### src/rtl/nbl_pkg.sv
package nbl_pkg;
  // Columns (or rows) of chain registers owned by the node at position idx of n.
  function automatic int span(input int idx, input int n, input int r);
    int s;
    s = 1;
    if (idx == 0) s = s + r;
    if (idx == n - 1) s = s + r;
    return s;
  endfunction

  // First chain column (or row) owned by the node at position idx.
  function automatic int first(input int idx, input int r);
    return (idx == 0) ? 0 : idx + r;
  endfunction
endpackage

### src/rtl/nbl_row_stage.sv
module nbl_row_stage #(
  parameter int DW = 8,
  parameter int W  = 6
) (
  input  logic            clk,
  input  logic            rst_n,
  input  logic            advance,
  input  logic [DW-1:0]   pix_i,
  output logic            push_o,
  output logic [W*DW-1:0] row_o
);
  localparam int CLW = $clog2(W);
  localparam logic [CLW-1:0] LASTCOL = CLW'(W - 1);

  logic [W-1:1][DW-1:0] stg_q, stg_d;
  logic [CLW-1:0]       col_q, col_d;

  always_comb begin
    stg_d    = stg_q;
    stg_d[1] = pix_i;
    for (int c = 2; c < W; c++) stg_d[c] = stg_q[c-1];
    col_d = (col_q == LASTCOL) ? '0 : col_q + 1'b1;
  end

  always_ff @(posedge clk or negedge rst_n) begin
    if (!rst_n) begin
      stg_q <= '0;
      col_q <= '0;
    end else if (advance) begin
      stg_q <= stg_d;
      col_q <= col_d;
    end
  end

  assign push_o = advance && (col_q == LASTCOL);

  // The pixel arriving now is the west end of the row; earlier arrivals lie east.
  always_comb begin
    row_o[DW-1:0] = pix_i;
    for (int c = 1; c < W; c++) row_o[c*DW +: DW] = stg_q[c];
  end
endmodule

### src/rtl/nbl_node_fifo.sv
module nbl_node_fifo #(
  parameter int DW = 8,
  parameter int LW = 1,
  parameter int LH = 1
) (
  input  logic               clk,
  input  logic               rst_n,
  input  logic               shift_en,
  input  logic [LW*DW-1:0]   north_i,
  output logic [LH*LW*DW-1:0] fifo_o
);
  logic [LH-1:0][LW*DW-1:0] fifo_q, fifo_d;

  always_comb begin
    fifo_d    = fifo_q;
    fifo_d[0] = north_i;
    for (int r = 1; r < LH; r++) fifo_d[r] = fifo_q[r-1];
  end

  always_ff @(posedge clk or negedge rst_n) begin
    if (!rst_n) fifo_q <= '0;
    else if (shift_en) fifo_q <= fifo_d;
  end

  assign fifo_o = fifo_q;
endmodule

### src/rtl/nbl_unload.sv
module nbl_unload #(
  parameter int DW = 8,
  parameter int N  = 12
) (
  input  logic            clk,
  input  logic            rst_n,
  input  logic            load,
  input  logic [N*DW-1:0] data_i,
  output logic            valid_o,
  output logic [DW-1:0]   pix_o
);
  localparam int LCW = $clog2(N + 1);

  logic [N*DW-1:0] sh_q, sh_d;
  logic [LCW-1:0]  left_q, left_d;
  logic            busy, take, step;

  assign busy = (left_q != '0);
  assign take = load && !busy;
  assign step = take || busy;

  always_comb begin
    if (take) begin
      sh_d   = data_i;
      left_d = LCW'(N);
    end else begin
      sh_d   = sh_q >> DW;
      left_d = left_q - 1'b1;
    end
  end

  always_ff @(posedge clk or negedge rst_n) begin
    if (!rst_n) begin
      sh_q   <= '0;
      left_q <= '0;
    end else if (step) begin
      sh_q   <= sh_d;
      left_q <= left_d;
    end
  end

  assign valid_o = busy;
  assign pix_o   = sh_q[DW-1:0];
endmodule

### src/rtl/nbl_block_loader.sv
module nbl_block_loader #(
  parameter int NW = 4,
  parameter int NH = 3,
  parameter int R  = 1,
  parameter int DW = 8,
  localparam int W    = NW + 2 * R,
  localparam int H    = NH + 2 * R,
  localparam int TOT  = W * H,
  localparam int NRES = NW * NH
) (
  input  logic              clk,
  input  logic              rst_n,
  input  logic              pix_valid,
  input  logic [DW-1:0]     pix_data,
  output logic              pix_ready,
  output logic              blk_full,
  input  logic              copy_cmd,
  output logic [TOT*DW-1:0] node_px,
  input  logic              res_load,
  input  logic [NRES*DW-1:0] res_data,
  output logic              res_valid,
  output logic [DW-1:0]     res_pix
);
  localparam int CW = $clog2(TOT + 1);
  localparam logic [CW-1:0] TOTC = CW'(TOT);

  logic [CW-1:0]            cnt_q, cnt_d;
  logic                     accept, copy_en, push;
  logic [W*DW-1:0]          row_top;
  logic [NH-1:0][W*DW-1:0]  bnd;
  logic [TOT*DW-1:0]        fifo_flat;
  logic [TOT*DW-1:0]        node_q, node_d;

  assign blk_full  = (cnt_q == TOTC);
  assign pix_ready = !blk_full;
  assign accept    = pix_valid && !blk_full;
  assign copy_en   = copy_cmd && blk_full;

  always_comb begin
    cnt_d = cnt_q;
    if (copy_en)     cnt_d = '0;
    else if (accept) cnt_d = cnt_q + 1'b1;
  end

  always_comb begin
    node_d = copy_en ? fifo_flat : node_q;
  end

  always_ff @(posedge clk or negedge rst_n) begin
    if (!rst_n) begin
      cnt_q  <= '0;
      node_q <= '0;
    end else begin
      if (copy_en || accept) cnt_q <= cnt_d;
      if (copy_en)           node_q <= node_d;
    end
  end

  assign node_px = node_q;

  nbl_row_stage #(.DW(DW), .W(W)) u_stage (
    .clk    (clk),
    .rst_n  (rst_n),
    .advance(accept),
    .pix_i  (pix_data),
    .push_o (push),
    .row_o  (row_top)
  );

  assign bnd[0] = row_top;

  for (genvar gj = 0; gj < NH; gj++) begin : g_row
    for (genvar gi = 0; gi < NW; gi++) begin : g_col
      localparam int LW = nbl_pkg::span(gi, NW, R);
      localparam int LH = nbl_pkg::span(gj, NH, R);
      localparam int XO = nbl_pkg::first(gi, R);
      localparam int YO = nbl_pkg::first(gj, R);

      logic [LH*LW*DW-1:0] cell_fifo;

      nbl_node_fifo #(.DW(DW), .LW(LW), .LH(LH)) u_fifo (
        .clk     (clk),
        .rst_n   (rst_n),
        .shift_en(push),
        .north_i (bnd[gj][XO*DW +: LW*DW]),
        .fifo_o  (cell_fifo)
      );

      if (gj < NH - 1) begin : g_pass
        assign bnd[gj+1][XO*DW +: LW*DW] = cell_fifo[(LH-1)*LW*DW +: LW*DW];
      end

      for (genvar lr = 0; lr < LH; lr++) begin : g_map
        assign fifo_flat[((YO+lr)*W + XO)*DW +: LW*DW] = cell_fifo[lr*LW*DW +: LW*DW];
      end
    end
  end

  nbl_unload #(.DW(DW), .N(NRES)) u_unload (
    .clk    (clk),
    .rst_n  (rst_n),
    .load   (res_load),
    .data_i (res_data),
    .valid_o(res_valid),
    .pix_o  (res_pix)
  );
endmodule

### config.mk
export PLATFORM = sky130hd
export DESIGN_NAME = nbl_block_loader
export DESIGN_NICKNAME = d
export VERILOG_FILES = /design/src/rtl/nbl_pkg.sv /design/src/rtl/nbl_row_stage.sv /design/src/rtl/nbl_node_fifo.sv /design/src/rtl/nbl_unload.sv /design/src/rtl/nbl_block_loader.sv
export SDC_FILE = /design/constraint.sdc
export NUM_CORES = 1
export LEC_CHECK = 0
export ABC_AREA = 1
export BUFFER_PORTS_ARGS = -buffer_cell sky130_fd_sc_hd__buf_2
export CAP_MARGIN = 20
export CORE_ASPECT_RATIO = 0.7
export CORE_MARGIN = 2
export CORE_UTILIZATION = 33
export CTS_CLUSTER_DIAMETER = 200
export CTS_CLUSTER_SIZE = 12
export DETAILED_ROUTE_END_ITERATION = 10
export GPL_TIMING_DRIVEN = 0
export PLACE_DENSITY = 0.62
export SLEW_MARGIN = 20
export SYNTH_ARGS = -nofsm -noshare
export SYNTH_HDL_FRONTEND = slang
export SYNTH_SLANG_ARGS = --single-unit
### constraint.sdc
create_clock -name clk -period 5.66 [get_ports clk]
set_clock_uncertainty 0.2 [all_clocks]
set_input_delay 0.849 -clock clk [delete_from_list [all_inputs] [get_ports clk]]
set_output_delay 0.849 -clock clk [all_outputs]
set_load 0.05 [all_outputs]
After elaboration in Yosys (flattened, before gate mapping)

Cells that the tools add are included.

Add/subtract/negate cells: 3
Muxes and demuxes: 5
Equality and inequality tests: 2
Reductions and logical operators: 11

Operator list:

| kind                  | number |
|---|---|
| $mux W96              | 1 |
| $mux W5               | 2 |
| $add A5 B1 Y5 const B | 1 |
| $eq A5 B5 Y1 const B  | 1 |
| $logic_and A1 B1 Y1   | 4 |
| $mux W4               | 1 |
| $reduce_bool A4 Y1    | 1 |
| $sub A4 B1 Y4 const B | 1 |
| $add A3 B1 Y3 const B | 1 |
| $eq A3 B3 Y1 const B  | 1 |
| $mux W3               | 1 |
| $logic_not A1 Y1      | 2 |
| $logic_or A1 B1 Y1    | 2 |
| $reduce_and A2 Y1     | 1 |
| $reduce_bool A2 Y1    | 1 |

Bits in registers: 628
Word-level logic and storage cells: 51
Bits of input ports: 109
Output and inout port bits: 251

Longest topological paths before layout

Word-level depth: 5
Mapped depth: 10
Depth with buffers taken out: 8

Modules after synthesis

Synthesis repeated with hierarchy kept, for this count alone.

Cells, all modules: 2,819
Area, all modules: 25,679.6 µm²

By module, submodules not included:

| module                                       | sequential area each (µm²) | cells each | times used | area an instance (µm²) |
|---|---|---|---|---|
| nbl_block_loader                             | 6,130.9                    | 1,084      | 1          | 9,831.9 |
| nbl_node_fifo (g_row[0].g_col[0].u_fifo ...) | 800.8                      | 136        | 4          | 1,295.0 |
| nbl_unload                                   | 2,502.4                    | 540        | 1          | 4,374.2 |
| nbl_node_fifo (g_row[0].g_col[1].u_fifo ...) | 400.4                      | 68         | 4          | 676.9 |
| nbl_row_stage                                | 1,076.0                    | 175        | 1          | 1,686.6 |
| nbl_node_fifo (g_row[1].g_col[0].u_fifo ...) | 400.4                      | 68         | 2          | 644.4 |
| nbl_node_fifo (g_row[1].g_col[1].u_fifo ...) | 200.2                      | 34         | 2          | 305.3 |

Worst setup path after synthesis

No wires, ideal clock.

Path kind: register -> output
Start point: register cnt_q[0]
End point: output port pix_ready
Buffers on the path: 1
Arrival: 1,957 ps
Required time: 4,611 ps
Setup slack: 2,654 ps
Stages on the path, launching flop included: 7
Path through: dfrtp_1 inv_1 ha_1 nand2_1 nor2_4 clkbuf_1 inv_1

Cells in the longest elaborated chain, start to end: 2

RTL lines:

| what                     | line                   | text |
|---|---|---|
| start: declaration       | nbl_block_loader.sv:27 | `logic [CW-1:0] cnt_q, cnt_d;` |
| start signal: assignment | nbl_block_loader.sv:54 | `if (copy_en \|\| accept) cnt_q <= cnt_d;` |
| $eq A5 B5 Y1             | nbl_block_loader.sv:34 | `assign blk_full = (cnt_q == TOTC);` |
| named net blk_full       | nbl_block_loader.sv:16 | `output logic blk_full,` |
| $logic_not A1 Y1         | nbl_block_loader.sv:35 | `assign pix_ready = !blk_full;` |
| end: declaration         | nbl_block_loader.sv:15 | `output logic pix_ready,` |

The timed path passes the listed nets, and every way through them passes these cells.

Worst setup path after layout

Start point: register cnt_q[0]
End point: output port blk_full

Cells in the longest elaborated chain, start to end: 1

RTL lines:

| what             | line |
|---|---|
| $eq A5 B5 Y1     | nbl_block_loader.sv:34 |
| end: declaration | nbl_block_loader.sv:16 |

No other way between the ends.

==> summary.txt <==
Placed design
  – PortBufs: 358
  – Hpwl dp: 60950 um
  – RePlAce Congestion: 0.8924
  – Area of placed instances: 28300 sq um
  – Pre-CTS setup slack: 2.535 ns

Detailed routing
  – DRC Markers: 0
  – Initial DRC count: 1901
  – Vias/cell: 4.890
  – Routed vias: 20789
  – Detail Route Antenna Nets: 0
  – Final wirelength: 80820 um
  – Routed length per instance: 19.01 um
  – First-pass detailed-route iteration total: 6

Floorplan
  – # IOs: 360
  – Number of cell rows: 84
  – DIE WIDTH: 333.4 um
  – Initial Util: 33.35%
  – Core ar.: 75150 sq um
  – Die area: 78210 sq um
  – Die height: 234.6 um

Worst hold path
  – Hold/Removal Path Class: in -> async

Global route
  – Initial antenna violation count: 6
  – Vias in the first global route: 19534
  – Met3 global-route usage: 5.486%
  – First-pass GRT wire length: 120800 um
  – GRT Max-Usage Layer: met1
  – GR Util All Layers: 20.41%
  – Met2 Use GR: 29.61%
  – Largest net degree at the start of global routing: 93
  – GRT overflow: 0
  – Met1 Usage GRT: 30.23%

Synth
  – Compound-gate portion of the synthesized area: 0.8286%
  – Cell taking the most area after synthesis: dfrtp_1
  – Synth Area in XOR/XNOR: 0.1048%
  – Largest family of logic cells by synthesized area: simple AND/OR/NAND/NOR gates
  – Mapped Cells: 2834
  – Synth top area share: 62.70%
  – Seq cells post-synth: 628
  – Simple-Gate Fraction of Synth Area: 31.69%
  – Mux cell area share after synthesis: 0%
  – Syn_area_per_cell: 8.844 sq um
  – Sequential element share of the synthesized area: 62.70%
  – Yosys cell types: 21
  – Yosys Warn Count: 0
  – Adder-cell share of the synthesized area: 0.1997%
  – Post-Synthesis Cell Area: 25070 sq um
  – Mapped Nets: 2947
  – Dominant cells by area after synthesis: dfrtp_1 63%, nand2_1 20%, nand3_1 12%

STA
  – Final worst-path cycle share: 65.81%
  – Worst setup margin: 1.935 ns
  – Measured slew at the worst slew-check pin: 0.9833 ns
  – Relative slew slack: 34.45%
  – Endpoints failing hold: 0
  – RSZ-0062 raised after global routing: no
  – Final Max Tran Viols: 0
  – Setup-failing EPs final: 0
  – Tmin final: 3.725 ns
  – Fmax: 268.5 MHz

Run
  – Max-cap violations: 0

Pwr
  – NetSw: 4236 uW
  – Switch share: 34.50%
  – VDD IR max: 0.2306 mV
  – LEAKAGE: 0.01695 uW
  – Sequential power share: 52.7%
  – Combinational share of power: 18.9%
  – Internal Power: 8041 uW
  – Pwr/cell area: 412.0 nW/um^2
  – Clock group share of total power: 28.4%

Clock network
  – Setup bufs post-CTS: 0
  – Hold_buf cts: 0
  – CTS Root Cell: clkbuf_16
  – CTS Sinks: 628
  – CTS Buf Count: 58
  – CTS clk-pin slew, worst paths: 0.07 ns
  – Max H-tree Level: 2
  – CTS tree: done
  – Resized Gates After CTS: 0
  – Clock latency on the worst-skew pair: 0.62 ns
  – CTS Buffer Depth: 3

Critical path
  – Top fanout value on the critical path: 10
  – Worst path cell trace: inv_1, ha_1, nand2_1, nor2_4, clkbuf_1, buf_2
  – Crit end category: output port
  – Max stage delay cell, worst path: clkbuf_1
  – Arr. time, crit path: 2.68 ns
  – CP peak stage delay: 0.46 ns
  – Critical path class: reg -> out
  – Top delay family on crit path: buffers and inverters
  – Bufs and invs on worst path: 3
  – CP startpoint kind: flop
  – CP required: 4.61 ns

Layout
  – Cell area after layout: 29800 sq um
  – Nets: 3372
  – Layout cells sized above 1: 17.02%
  – Area growth from synthesis to layout: 18.88%

Outcome
  – Outcome: finished, final reports clean
power by group through the flow:
| stage | clock network, uW | logic (uW) | registers, uW |
|---|---|---|---|
| 6_report | 3490 | 2320 | 6470 |
| 5_1_grt | 3750 | 2640 | 6560 |
| 4_1_cts | 3560 | 2330 | 6430 |
| 3_5_place_dp | 0 | 2330 | 6500 |
| 3_3_place_gp | 0 | 2250 | 6490 |
| 2_1_floorplan | 0 | 1470 | 6290 |
cell families (layout without fill, tap and decap cells):
family | Yosys count | in the layout
AOI/OAI and AO/OA | 41 | 41
xor gates and xnor gates | 3 | 3
adders and majority gates | 4 | 4
buffers and inverters | 241 | 667
DFF | 628 | 628
other | 0 | 2
and+or+nand+nor | 1917 | 1917
state kept, by name, indices dropped and copies added (netlist names):
signal                     cells
g_row.g_col.u_fifo.fifo_o    240
node_px                      240
u_stage.col_q                  3
u_stage.row_o                 40
u_unload.sh_q                 96
cnt_q                          5
u_unload.left_q                4
final timing paths:
check                        startpoint                                  to  slack, ns  cells past startpoint
max reg2reg                    cnt_q[0]                        node_px[162]       2.93                      9
min reg2reg                node_px[198]                        node_px[198]       0.26                      2
min in group clk           res_data[95]                   u_unload.sh_q[95]       0.23                      3
max                            cnt_q[0]                            blk_full       1.93                      6
max in group asynchronous         rst_n  g_row[1].g_col[0].u_fifo.fifo_o[5]       3.65                      4
min                               rst_n                        node_px[115]      0.001                      1
synthesized netlist by cell type:
cell / count
nor2_1: 7
buf_4: 21
a31oi_1: 1
dfrtp_1: 628
a21oi_1: 1
nand3_1: 579
clkbuf_1: 77
buf_1: 5
nand2_2: 1
o22ai_1: 1
nor2_4: 1
nand2_1: 1324
buf_6: 2
buf_2: 100
clkinv_1: 2
ha_1: 4
inv_1: 34
nor2_2: 3
nand4_1: 2
o21ai_0: 38
xor2_1: 3
cell type report:
| cell class | instances | area (sq um) |
|---|---|---|
| fillers | 7622 | 45350 |
| flip-flops and latches | 628 | 15720 |
| clock buffers | 59 | 1476 |
| plain buffers | 205 | 989.7 |
| repair buffers | 365 | 1994 |
| well taps | 989 | 1237 |
| clock inverters | 2 | 17.52 |
| multi-input cells | 1965 | 8227 |
| diodes | 2 | 5.005 |
| inverters | 36 | 135.1 |
routing by layer:
metal | share of wire, % | vias to the layer above
li1 | - | 9854
met1 | 47 | 10165
met2 | 43 | 654
met3 | 8.4 | 112
met4 | 2.1 | 4
met5 | 0.032 | -
worst register-to-register path: cells and delay by family, from the launching register on:
family	cells	cell delay [ns]
DFF	1	0.43
buffers and inverters	3	0.95
and+or+nand+nor	5	0.85
adders and majority gates	1	0.18
layout by cell type, fill, tap and decap left out:
master     synthesis  final
clkbuf_16          0     59
inv_1             34     34
buf_16             0      7
nand2_1         1324   1324
buf_6              2      2
nand3_1          579    579
nor2_2             3      3
a31oi_1            1      1
a21oi_1            1      1
nor2_1             7      7
inv_6              0      2
diode_2            0      2
buf_4             21     21
buf_1              5      5
o21ai_0           38     38
nand4_1            2      2
o22ai_1            1      1
clkinv_1           2      2
nand2_2            1      1
nor2_4             1      1
buf_8              0      1
buf_2            100    457
clkbuf_1          77     76
dfrtp_1          628    628
ha_1               4      4
clkbuf_2           0      1
xor2_1             3      3
per-stage QoR:
step | utilization (%) | std cells | TNS, ns | hold WS, ns | total power [uW]
after detailed placement | 37.66 | 4188 | 0 | 0.2531 | 8828
after global routing | 39.65 | 4249 | 0 | 0.02921 | 12950
after global placement | 37.39 | 4181 | -6158.64 | 0.2503 | 8743
final | 39.65 | 4251 | 0 | 0.0009819 | 12280
after floorplan | - | 2834 | 0 | 0.2425 | 7757
after CTS | 39.65 | 4249 | 0 | 0.003716 | 12320
No activity file was read; power rests on OpenSTA's default activity.
